### src/rtl/ring_fwd_pkg.sv
`timescale 1ns/1ps
package ring_fwd_pkg;
  // strobes from control to datapath, one cycle each
  typedef struct packed {
    logic clear;      // discard queued state at the start of an operation
    logic injectOwn;  // load own value into the send slot
    logic pushRx;     // enqueue the accepted received value
    logic fwdRx;      // load the accepted received value into the send slot
    logic popMem;     // FIFO head is written to memory this cycle
  } dpStrobe_t;
endpackage

### src/rtl/ring_fwd_ctrl.sv
`timescale 1ns/1ps
module ring_fwd_ctrl
  import ring_fwd_pkg::*;
#(
  parameter int LEN_W = 8
) (
  input  logic             clk,
  input  logic             rstN,
  input  logic             cfgStart,
  input  logic [LEN_W-1:0] cfgRingLen,
  input  logic             rxValid,
  input  logic             txReady,
  input  logic             memGrant,
  input  logic             txValid,
  input  logic             fifoFull,
  input  logic             fifoEmpty,
  output dpStrobe_t        strb,
  output logic             rxReady,
  output logic             memReq,
  output logic             active,
  output logic             done,
  output logic             errOverflow
);
  localparam int CW = LEN_W + 1;

  logic [LEN_W-1:0] lenQ;
  logic [LEN_W-1:0] rxCnt;
  logic [LEN_W-1:0] wrCnt;
  logic             needFwd;
  logic             rxRoom;
  logic             txFree;
  logic             accept;
  logic             lastWrite;

  always_comb begin
    needFwd   = ({1'b0, rxCnt} + CW'(2)) < {1'b0, lenQ};
    rxRoom    = ({1'b0, rxCnt} + CW'(1)) < {1'b0, lenQ};
    txFree    = !txValid || txReady;
    rxReady   = active && !cfgStart && rxRoom && !fifoFull && (!needFwd || txFree);
    accept    = rxValid && rxReady;
    memReq    = !fifoEmpty;
    strb.clear     = cfgStart;
    strb.injectOwn = cfgStart;
    strb.pushRx    = accept;
    strb.fwdRx     = accept && needFwd;
    strb.popMem    = !fifoEmpty && memGrant && !cfgStart;
    lastWrite = strb.popMem && (({1'b0, wrCnt} + CW'(2)) == {1'b0, lenQ});
  end

  always_ff @(posedge clk) begin
    if (!rstN) begin
      lenQ        <= '0;
      rxCnt       <= '0;
      wrCnt       <= '0;
      active      <= 1'b0;
      done        <= 1'b0;
      errOverflow <= 1'b0;
    end else if (cfgStart) begin
      lenQ        <= cfgRingLen;
      rxCnt       <= '0;
      wrCnt       <= '0;
      active      <= 1'b1;
      done        <= 1'b0;
      errOverflow <= 1'b0;
    end else begin
      if (accept) rxCnt <= rxCnt + 1'b1;
      if (strb.popMem) wrCnt <= wrCnt + 1'b1;
      if (lastWrite) begin
        done   <= 1'b1;
        active <= 1'b0;
      end
      if (active && rxValid && fifoFull && rxRoom) errOverflow <= 1'b1;
    end
  end
endmodule

### src/rtl/ring_fwd_dp.sv
`timescale 1ns/1ps
module ring_fwd_dp
  import ring_fwd_pkg::*;
#(
  parameter int DATA_W     = 64,
  parameter int ADDR_W     = 32,
  parameter int FIFO_DEPTH = 4
) (
  input  logic              clk,
  input  logic              rstN,
  input  dpStrobe_t         strb,
  input  logic [DATA_W-1:0] ownValue,
  input  logic [DATA_W-1:0] rxData,
  input  logic [ADDR_W-1:0] cfgBase,
  input  logic              txReady,
  output logic              txValid,
  output logic [DATA_W-1:0] txData,
  output logic [ADDR_W-1:0] memAddr,
  output logic [DATA_W-1:0] memData,
  output logic              fifoFull,
  output logic              fifoEmpty
);
  localparam int PTR_W   = (FIFO_DEPTH > 1) ? $clog2(FIFO_DEPTH) : 1;
  localparam int CNT_W   = $clog2(FIFO_DEPTH + 1);
  localparam int WORD_B  = DATA_W / 8;

  logic [DATA_W-1:0] store [FIFO_DEPTH];
  logic [PTR_W-1:0]  wrPtr;
  logic [PTR_W-1:0]  rdPtr;
  logic [CNT_W-1:0]  level;

  function automatic logic [PTR_W-1:0] nextPtr(input logic [PTR_W-1:0] p);
    return (p == PTR_W'(FIFO_DEPTH - 1)) ? '0 : p + 1'b1;
  endfunction

  assign fifoFull  = (level == CNT_W'(FIFO_DEPTH));
  assign fifoEmpty = (level == '0);
  assign memData   = store[rdPtr];

  // queue storage, no reset needed
  always_ff @(posedge clk) begin
    if (strb.pushRx) store[wrPtr] <= rxData;
  end

  always_ff @(posedge clk) begin
    if (!rstN || strb.clear) begin
      wrPtr <= '0;
      rdPtr <= '0;
      level <= '0;
    end else begin
      if (strb.pushRx) wrPtr <= nextPtr(wrPtr);
      if (strb.popMem) rdPtr <= nextPtr(rdPtr);
      case ({strb.pushRx, strb.popMem})
        2'b10:   level <= level + 1'b1;
        2'b01:   level <= level - 1'b1;
        default: level <= level;
      endcase
    end
  end

  // running write address
  always_ff @(posedge clk) begin
    if (!rstN) begin
      memAddr <= '0;
    end else if (strb.clear) begin
      memAddr <= cfgBase;
    end else if (strb.popMem) begin
      memAddr <= memAddr + ADDR_W'(WORD_B);
    end
  end

  // send slot toward the plus-direction neighbour
  always_ff @(posedge clk) begin
    if (!rstN) begin
      txValid <= 1'b0;
      txData  <= '0;
    end else if (strb.injectOwn) begin
      txValid <= 1'b1;
      txData  <= ownValue;
    end else if (strb.fwdRx) begin
      txValid <= 1'b1;
      txData  <= rxData;
    end else if (txReady) begin
      txValid <= 1'b0;
    end
  end
endmodule

### src/rtl/ring_fwd.sv
`timescale 1ns/1ps
module ring_fwd
  import ring_fwd_pkg::*;
#(
  parameter int DATA_W     = 64,
  parameter int ADDR_W     = 32,
  parameter int LEN_W      = 8,
  parameter int FIFO_DEPTH = 4
) (
  input  logic              clk,
  input  logic              rstN,
  input  logic              cfgStart,
  input  logic [LEN_W-1:0]  cfgRingLen,
  input  logic [ADDR_W-1:0] cfgBase,
  input  logic [DATA_W-1:0] ownValue,
  input  logic              rxValid,
  input  logic [DATA_W-1:0] rxData,
  output logic              rxReady,
  output logic              txValid,
  output logic [DATA_W-1:0] txData,
  input  logic              txReady,
  output logic              memReq,
  output logic [ADDR_W-1:0] memAddr,
  output logic [DATA_W-1:0] memData,
  input  logic              memGrant,
  output logic              done,
  output logic              errOverflow
);
  dpStrobe_t strb;
  logic      fifoFull;
  logic      fifoEmpty;
  logic      active;

  ring_fwd_ctrl #(.LEN_W(LEN_W)) ctrl (
    .clk(clk), .rstN(rstN), .cfgStart(cfgStart), .cfgRingLen(cfgRingLen),
    .rxValid(rxValid), .txReady(txReady), .memGrant(memGrant),
    .txValid(txValid), .fifoFull(fifoFull), .fifoEmpty(fifoEmpty),
    .strb(strb), .rxReady(rxReady), .memReq(memReq), .active(active),
    .done(done), .errOverflow(errOverflow)
  );

  ring_fwd_dp #(.DATA_W(DATA_W), .ADDR_W(ADDR_W), .FIFO_DEPTH(FIFO_DEPTH)) dp (
    .clk(clk), .rstN(rstN), .strb(strb), .ownValue(ownValue), .rxData(rxData),
    .cfgBase(cfgBase), .txReady(txReady), .txValid(txValid), .txData(txData),
    .memAddr(memAddr), .memData(memData), .fifoFull(fifoFull), .fifoEmpty(fifoEmpty)
  );
endmodule

### config.mk
export PLATFORM = sky130hd
export DESIGN_NAME = ring_fwd
export DESIGN_NICKNAME = d
export VERILOG_FILES = /design/src/rtl/ring_fwd_pkg.sv /design/src/rtl/ring_fwd_ctrl.sv /design/src/rtl/ring_fwd_dp.sv /design/src/rtl/ring_fwd.sv
export SDC_FILE = /design/constraint.sdc
export NUM_CORES = 1
export LEC_CHECK = 0
export CAP_MARGIN = 20
export CORE_MARGIN = 2
export CORE_UTILIZATION = 39
export CTS_BUF_LIST = sky130_fd_sc_hd__clkbuf_8
export DETAILED_ROUTE_END_ITERATION = 10
export MAX_ROUTING_LAYER = met4
export SLEW_MARGIN = 10
export SYNTH_ARGS = -nofsm -noshare
export SYNTH_HDL_FRONTEND = slang
export SYNTH_HIERARCHICAL = 1
export SYNTH_SLANG_ARGS = --single-unit
### constraint.sdc
create_clock -name clk -period 5.5 [get_ports clk]
set_input_delay 0.55 -clock clk [delete_from_list [all_inputs] [get_ports clk]]
set_output_delay 0.55 -clock clk [all_outputs]
set_load 0.01 [all_outputs]
Word level (Yosys, flattened, before mapping)

Memory sizes are Yosys's and may differ from the RTL's. A register that Yosys moved wholly into a read port is not among the register bits.
Cells that the tools add are included.

Flip-flop bits (word level): 131
Bits in writable memories: 256
Input port bits: 174
Output and inout bits: 165
Logic and storage cells: 76
Memories kept: 1

Add/sub/neg operators: 10
$lt $le $gt $ge: 2
Equal/unequal tests: 6
Muxes and demuxes: 16
Bitwise logic cells: 1
Reductions and logical operators: 28

Memory list:

| memory   | depth | bits a word | read ports | clocked after Yosys merged registers in | wr ports | line              | RTL |
|---|---|---|---|---|---|---|---|
| dp.store | 4     | 64          | 1          | 1                                       | 1        | ring_fwd_dp.sv:27 | `logic [DATA_W-1:0] store [FIFO_DEPTH];` |

Operators with widths:

| cell                                                | number |
|---|---|
| 2-to-1 mux 64 bit                                   | 2 |
| 2-to-1 mux 32 bit                                   | 2 |
| adder 32 x 4 -> 32 bit, second input constant       | 1 |
| adder 8 x 2 -> 9 bit, second input constant         | 2 |
| < comparator 9 x 8 -> 1 bit                         | 2 |
| adder 8 x 1 -> 8 bit, second input constant         | 2 |
| logical AND 1 bit                                   | 12 |
| adder 8 x 1 -> 9 bit, second input constant         | 1 |
| equality test 9 x 8 -> 1 bit                        | 1 |
| 2-to-1 mux 2 bit                                    | 4 |
| nonzero test 2 bit                                  | 4 |
| 2-to-1 mux 1 bit                                    | 7 |
| equality test 2 bit, second input constant          | 3 |
| logical NOT 1 bit                                   | 6 |
| one-hot mux 3 bit (2 select lines)                  | 1 |
| adder 2 x 1 -> 2 bit, second input constant         | 2 |
| adder 3 x 1 -> 3 bit, second input constant         | 1 |
| equality test 3 bit, second input constant          | 1 |
| logical NOT 3 bit                                   | 1 |
| logical OR 1 bit                                    | 3 |
| nonzero test 3 bit                                  | 1 |
| subtractor 3 x 1 -> 3 bit, second input constant    | 1 |
| equality test 2 x 1 -> 1 bit, second input constant | 1 |
| OR reduction 2 bit                                  | 1 |
| NOT 1 bit                                           | 1 |

Logic depth before layout (Yosys ltp)

Gate-level depths: netlist (run 1).

Word-level depth: 9
Gate-level depth with buffers: 19
Gate-level depth less buffers: 17

By module

The synthesis (run 1) kept the hierarchy.

Modules (own cells, without submodules):

| module        | times used | cells an instance | area each (um^2) | sequential area each (um^2) |
|---|---|---|---|---|
| ring_fwd_dp   | 1          | 949               | 14293.7          | 9809.4 |
| ring_fwd_ctrl | 1          | 218               | 1900.6           | 540.5 |

Least setup slack after synthesis (run 1)

OpenSTA, ideal clock, no wires.

Kind: flip-flop to flip-flop
Start point: register ctrl.rxCnt[0]
End point: memory dp.store[3][0], enable pin
Setup time: 0.430 ns
Arrival time: 3.950 ns
Required time: 5.070 ns
Setup slack: 1.120 ns
Stages on the path, launching flop included: 14
Path buffers: 2
Period minus slack after synthesis: 4.380 ns
Cells stage by stage: dfxtp_1 > ha_1 > nand3_1 > nor2_1 > xor2_1 > ha_1 > o21a_1 > o21ai_0 > o221a_2 > nand3_4 > buf_6 > nor2_1 > buf_4 > and2_1

Word-level cells in the longest chain between the ends: 8
Elaborated cells on any way between the ends: 12
Classes of those cells: add/sub: 2; order compare: 2; mux: 2; reduce/logical: 6

RTL lines:

| item                                                                | line                                     | RTL |
|---|---|---|
| start, declared                                                     | ring_fwd_ctrl.sv:27                      | `logic [LEN_W-1:0] rxCnt;` |
| start signal, assigned                                              | ring_fwd_ctrl.sv:66                      | `if (accept) rxCnt <= rxCnt + 1'b1;` |
| adder 8 x 1 -> 9 bit / adder 8 x 2 -> 9 bit (equally long branches) | ring_fwd_ctrl.sv:37, ring_fwd_ctrl.sv:36 |  |
| < comparator 9 x 8 -> 1 bit (on tied branches)                      | ring_fwd_ctrl.sv:37, ring_fwd_ctrl.sv:36 |  |
| logical AND 1 bit / logical NOT 1 bit (equally long branches)       | ring_fwd_ctrl.sv:39                      | `rxReady = active && !cfgStart && rxRoom && !fifoFull && (!needFwd \|\| txFree);` |
| logical AND 1 bit / logical OR 1 bit (equally long branches)        | ring_fwd_ctrl.sv:39                      |  |
| logical AND 1 bit (*)                                               | ring_fwd_ctrl.sv:39                      |  |
| logical AND 1 bit (*)                                               | ring_fwd_ctrl.sv:40                      | `accept = rxValid && rxReady;` |
| via ctrl.accept                                                     | ring_fwd_ctrl.sv:32                      | `logic accept;` |
| 2-to-1 mux 1 bit (*)                                                | ring_fwd_dp.sv:42                        | `if (strb.pushRx) store[wrPtr] <= rxData;` |
| 2-to-1 mux 1 bit (not written as such) (*)                          | ring_fwd_dp.sv:42                        |  |
| end, declared                                                       | ring_fwd_dp.sv:27                        |  |

Mark *: on every way through the listed nets, which the timed path passes. The rest lies on a longest branch.

==> impl_metrics.yaml, run 1 <==
clocking:
  cts_root_buf: "clkbuf_8"
  cts_resized: 0
  cts.hold.buffers_added: 0
  worstSkewPairLatency_ns: 0.60
  cts_setup_buffers: 0
  cts_buffers: 68
  clock-sinks: 389
  cts_tree: "done"
  h-tree-depth: 3
  clock_path_buffers: 3
  clkTransAtPathRegs_ns: 0.06
global_route:
  grt_max_degree: 93
  met3_usage_pct: 5.083
  grt-ovfl-total: 0
  grt_pass1_vias: 11170
  globalRouteTotalUtil_pct: 19.40
  use_met2_pct: 30.74
  antenna_found_initial: 0
  grtUsageMet1_pct: 24.44
  grt_pass1_wl_um: 63750
  grt-busiest-layer: "met2"
worst_hold_path:
  min-delay-start: "ctrl/done$_SDFFE_PP0P_"
  min_to: "ctrl/done$_SDFFE_PP0P_"
  hold_depth: 1
  hold_path_class: "reg2reg"
logic_synthesis:
  synth_area_per_cell_um2: 13.88
  yosysWarnings: 6
  synthFlopType: "edfxtp_1"
  post_synth_num_cell_types: 61
  async_flop_share_pct: 0
  netlist_area_mm2: 0.01619
  yosysSeqAreaShare_pct: 63.91
  synth_edf_count: 256
  syn_nets: 1368
  synthCells: 1167
  ys_seq_elements: 389
sta:
  setup_viol: 0
  rsz0062_at_grt: "false"
  final-hold-violation-count: 0
  tightest_slew_ns: 0.9997
  max_clock_freq_mhz: 242.2
  slew_headroom_pct: 33.35
  timing.final.crit_share_pct: 75.07
  fin_tns_setup_ns: 0
  min_period_ns: 4.129
  maxSlewViolCount: 0
  fin_worst_skew_ns: 0.02297
detailed_routing:
  wire_per_inst_um: 19.33
  ant_nets: 0
  remaining_drc_errors: 0
  drtIter0Drc: 586
  dr.pass1.iters: 5
  viasPerCell: 5.101
  vias: 10780
  detail_route.wirelength_um: 40830
critical_path:
  cp_slowest_cell: "and2_4"
  r2r-start: "ctrl/rxCnt[0]$_SDFFE_PP0P_"
  reg2regPathDepth: 12
  slowest_delay_ns: 0.58
  crit_type: "reg2reg"
  timing.reg2reg.setup_slack_ns: 1.37
  rr_endpoint: "dp/store[3][25]$_DFFE_PP_"
  arrival_ns: 4.39
  path_max_fanout: 39
  cp_cell_sequence: "ha_1 -> nand3_1 -> nor2_1 -> xor2_1 -> ha_1 -> o21a_1 -> o21ai_0 -> o221a_2 -> nand3_4 -> nor2_1 -> and2_4 -> buf_12"
  end_kind: "flip-flop"
  critPathLaunchType: "flip-flop"
  required_ns: 5.76
die:
  dieArea_mm2: 0.04317
  die_w_um: 207.8
  initial_core_util_pct: 39.57
  core_mm2: 0.04092
  pin_count: 339
  die_h_um: 207.8
  num_rows: 74
placement:
  io_buffers: 338
  gp_congestion: 0.7944
  dp.final_hpwl_um: 27040
  placed_cell_area_mm2: 0.02015
layout:
  mostFrequentLayoutCell: "clkdlybuf4s50_1"
  regArea_mm2: 0.01036
  final_cell_mix: "337 x clkdlybuf4s50_1, 256 x edfxtp_1, 170 x nor2_1"
  drive_gt1_share_pct: 12.02
  area_growth_pct: 32.52
  num-fill-cells: 3576
  fin_area_mm2: 0.02146
  n_antenna_cell: 0
  multi_input_area_mm2: 0.005458
  fin_nets: 1727
power_and_ir_drop:
  leakage_uw: 0.007241
  vdd_ir_drop_max_uv: 146.6
  p_per_area_mw_per_mm2: 291.2
job:
  drv_cap: 0
run_status:
  status: "completed"
[Yosys cell counts, types with 4 or more instances]
master / instances / area share (%)
and4_1: 7 / 0.38
inv_1: 24 / 0.56
o21a_1: 4 / 0.19
xor2_1: 18 / 0.97
nand3_1: 19 / 0.59
xnor2_1: 24 / 1.3
mux4_2: 64 / 8.9
buf_1: 8 / 0.19
nor4_1: 10 / 0.39
mux2i_1: 84 / 5.2
a31oi_1: 8 / 0.31
or3_1: 5 / 0.19
o31ai_1: 9 / 0.42
and2_1: 4 / 0.15
nand4_1: 16 / 0.62
buf_4: 5 / 0.23
ha_1: 26 / 2.0
edfxtp_1: 256 / 47
dfxtp_1: 133 / 16
o21ai_0: 28 / 0.87
buf_2: 12 / 0.37
a211oi_1: 9 / 0.42
clkbuf_1: 37 / 0.86
a21oi_1: 86 / 2.7
nand2b_1: 6 / 0.23
nor2_1: 170 / 3.9
nor3_1: 11 / 0.34
or4_1: 10 / 0.46
and3_1: 4 / 0.15
nor2b_1: 12 / 0.46
nand2_1: 18 / 0.42
[power by group]
part           internal (uW)  switching (uW)  total, uW
Clock                   1360            1140       2510
Combinational            286             238        525
Sequential              3170            45.1       3220
Total                   4820            1430       6250
[cells by family after synthesis]
| group | after synthesis | synth area share (%) |
|---|---|---|
| AND/OR/NAND/NOR | 309 | 9.287 |
| flip-flops | 389 | 63.91 |
| adder cells (fa/ha/maj) | 27 | 2.132 |
| buffers and inverters | 91 | 2.480 |
| AO/OA/AOI/OAI | 161 | 5.826 |
| multiplexers | 148 | 14.09 |
| XOR/XNOR | 42 | 2.271 |
[worst max path at each step]
stage / startpoint / to / cells past startpoint
2_1_floorplan: ctrl/rxCnt[0]$_SDFFE_PP0P_ / dp/store[3][0]$_DFFE_PP_ / 13
3_3_place_gp: ctrl/rxCnt[0]$_SDFFE_PP0P_ / dp/store[1][24]$_DFFE_PP_ / 12
3_5_place_dp: ctrl/rxCnt[0]$_SDFFE_PP0P_ / dp/store[3][24]$_DFFE_PP_ / 12
4_1_cts: ctrl/rxCnt[0]$_SDFFE_PP0P_ / rxReady / 11
5_1_grt: ctrl/rxCnt[0]$_SDFFE_PP0P_ / dp/store[0][8]$_DFFE_PP_ / 12
6_report: ctrl/rxCnt[0]$_SDFFE_PP0P_ / dp/store[3][25]$_DFFE_PP_ / 12
[sequential cells by signal, indices dropped and copies added, names as in the netlist, named ones only]
name / count
dp/txValid: 1
dp/wrPtr: 2
dp/store: 256
dp/rdPtr: 2
ctrl/lenQ: 8
ctrl/errOverflow: 1
ctrl/active: 1
ctrl/done: 1
dp/level: 3
ctrl/rxCnt: 8
ctrl/wrCnt: 8
dp/txData: 64
dp/memAddr: 32
[metrics by stage]
| stage | util (%) | total power (uW) | setup slack (ns) | hold WS, ns | cells |
|---|---|---|---|---|---|
| 2_1_floorplan | - | 3481 | 1.120 | 0.4673 | 1167 |
| 3_3_place_gp | 49.19 | 3797 | 1.462 | 0.4678 | 1987 |
| 3_5_place_dp | 49.24 | 3806 | 1.382 | 0.4661 | 1988 |
| 4_1_cts | 52.44 | 6351 | 1.308 | 0.4848 | 2113 |
| 5_1_grt | 52.44 | 6530 | 0.8780 | 0.4953 | 2113 |
| 6_report | 52.44 | 6249 | 1.371 | 0.4772 | 2113 |
[routing by layer]
layer	wire length (um)	up-vias
li1	-	5134
met1	17700	5252
met2	19680	327
met3	2527	65
met4	930	0
met5	0	-
[area by class of cell]
cell class                      instances  share of cell area [%]
Tap cell                              532                   3.102
Multi-Input combinational cell        687                   25.43
Clock inverter                         46                   1.044
Sequential cell                       389                   48.26
Inverter                               25                  0.4373
Clock buffer                           79                   5.066
Timing Repair Buffer                  355                   16.66
[critical path: cells and delay by family, from the launching register on]
kind            cells  cell delay [ns]
simple gates        5             1.75
compound gates      3             0.57
fa+ha+maj           2             0.51
flops               1             0.46
buf+inv             1             0.32
xor+xnor            1             0.17
(Power assumes the default switching activity.)
==> inputs of run 2 (changes only) <==
--- a/config.mk
+++ b/config.mk
@@ -11,6 +11,7 @@
 export CTS_BUF_LIST = sky130_fd_sc_hd__clkbuf_8
 export DETAILED_ROUTE_END_ITERATION = 10
 export MAX_ROUTING_LAYER = met4
+export PLACE_DENSITY = 0.66
 export SLEW_MARGIN = 10
 export SYNTH_ARGS = -nofsm -noshare
 export SYNTH_HDL_FRONTEND = slang
==> constraint.sdc (replaced) <==
create_clock -name clk -period 3.75 [get_ports clk]
set_input_delay 0.375 -clock clk [delete_from_list [all_inputs] [get_ports clk]]
set_output_delay 0.375 -clock clk [all_outputs]
set_load 0.01 [all_outputs]
==> impl_metrics.yaml, run 2 (synthesized netlist as in run 1, its figures left out) <==
clocking:
  cts.hold.buffers_added: 0
  clock_path_buffers: 3
  clkTransAtPathRegs_ns: 0.06
  cts_buffers: 67
  worstSkewPairLatency_ns: 0.61
  clock-sinks: 389
  cts_tree: "done"
  h-tree-depth: 3
  cts_root_buf: "clkbuf_8"
detailed_routing:
  viasPerCell: 5.121
  remaining_drc_errors: 0
  ant_nets: 0
  wire_per_inst_um: 19.13
  detail_route.wirelength_um: 40660
  drtIter0Drc: 493
  dr.pass1.iters: 5
  vias: 10880
layout:
  final_cell_mix: "336 x clkdlybuf4s50_1, 256 x edfxtp_1, 167 x nor2_1"
  final_cells: 2125
  mostFrequentLayoutCell: "clkdlybuf4s50_1"
  n_antenna_cell: 0
  top_register: "dp/store"
  reg_top3: "dp/store (256), dp/txData (64), dp/memAddr (32)"
  area_growth_pct: 34.30
  fin_nets: 1742
  fin_area_mm2: 0.02175
  largest_reg_flops: 256
  drive_gt1_share_pct: 13.68
die:
  num_rows: 74
  die_h_um: 207.8
  dieArea_mm2: 0.04317
  die_w_um: 207.8
  core_mm2: 0.04092
  pin_count: 339
  initial_core_util_pct: 39.57
worst_hold_path:
  hold_path_class: "in2reg"
sta:
  maxSlewViolCount: 0
  setup_viol: 0
  timing.final.crit_share_pct: 92.24
  rsz0062_at_grt: "false"
  fin_worst_skew_ns: 0.03921
  tightest_slew_ns: 0.9602
  min_period_ns: 3.459
  fin_tns_setup_ns: 0
  max_clock_freq_mhz: 289.1
  final-hold-violation-count: 0
  slew_headroom_pct: 35.99
critical_path:
  end_kind: "flip-flop"
  arrival_ns: 3.99
  required_ns: 4.28
  critPathLaunchType: "flip-flop"
  path_max_fanout: 6
  crit_type: "reg2reg"
global_route:
  grt_max_degree: 85
  antenna_found_initial: 0
  grt-ovfl-total: 0
  grt-busiest-layer: "met2"
  grt_pass1_vias: 11100
  use_met2_pct: 30.12
  globalRouteTotalUtil_pct: 18.93
  grt_pass1_wl_um: 62020
  met3_usage_pct: 5.461
  grtUsageMet1_pct: 23.27
job:
  drv_cap: 0
power_and_ir_drop:
  p_per_area_mw_per_mm2: 427.5
  vdd_ir_drop_max_uv: 203.8
  leakage_uw: 0.007327
run_status:
  status: "completed"
placement:
  io_buffers: 338
  dp.final_hpwl_um: 26270
  gp_congestion: 0.8282
  place_inst: 1997
  placed_cell_area_mm2: 0.02031
## run 2: cell types whose count changed in the layout (fill, tap and decap cells not counted), sizes merged, moves of 2 or more
cell / delta
buf: +15
bufinv: +2
clkinvlp: +2
inv: -14
clkinv: +6
## run 2: routing by layer
metal / up-vias / wire, um
li1: 5167 / -
met3: 54 / 2881
met4: 0 / 775
met2: 334 / 19150
met5: - / 0
met1: 5327 / 17850
## run 2: cell type report
cell class | instances | area (um^2)
Fill cell | 3454 | 19170
Sequential cell | 389 | 10370
Multi-Input combinational cell | 687 | 5482
Timing Repair Buffer | 371 | 3797
Clock buffer | 79 | 1087
Tap cell | 532 | 665.6
Clock inverter | 42 | 250.2
Inverter | 25 | 95.09
## run 2: repair_timing
item | CTS | global route
pin swaps | 2 | 4
gates resized for setup | 9 | 11
setup buffers | 2 | 4
cloned | 0 | 1
setup endpoints to repair | 1 | 34
## run 2: through the flow
stage                     total power, uW  hold WS [ns]  setup WS [ns]  util [%]
after global placement               5567        0.4621         0.2440     49.62
after floorplan                      5105        0.4673      0.0005158         -
after CTS                            9435        0.3211        0.01399     52.96
final                                9299        0.3692         0.2911     53.15
after global routing                 9671        0.3579        0.02480     53.15
after detailed placement             5580        0.4788         0.1352     49.62
## run 2: power by group
| part | leakage, uW | switching (uW) | internal (uW) | total (uW) |
|---|---|---|---|---|
| sequential | 0.00340 | 66.5 | 4650 | 4720 |
| combinational | 0.00316 | 351 | 432 | 782 |
| clock | 0.000767 | 1680 | 2120 | 3800 |
| total | 0.00733 | 2100 | 7200 | 9300 |
## run 2: worst max-delay path, stage by stage (launching register included)
cell and delay, ns:
dfxtp_2 0.38, ha_2 0.22, nand3_1 0.13, nor2_2 0.13, xor2_1 0.08, ha_1 0.32, o21a_1 0.13, o21ai_1 0.06
or3_2 0.53, nand3_4 0.11, nor2_1 0.05, inv_1 0.06, ha_1 0.17, inv_1 0.07, fa_1 0.37, xor2_1 0.17
or3_1 0.30, a21oi_1 0.14
## run 2: final timing paths
kind / cells past startpoint / startpoint / slack [ns] / endpoint
worst max-delay path: 17 / ctrl/rxCnt[1]$_SDFFE_PP0P_ / 0.29 / dp/level[2]$_SDFFE_PP0P_
worst min-delay path: 3 / cfgBase[10] / 0.37 / dp/memAddr[10]$_SDFFE_PN0N_
worst max register to register: 17 / ctrl/rxCnt[1]$_SDFFE_PP0P_ / 0.29 / dp/level[2]$_SDFFE_PP0P_
worst min register to register: 1 / ctrl/done$_SDFFE_PP0P_ / 0.49 / ctrl/done$_SDFFE_PP0P_
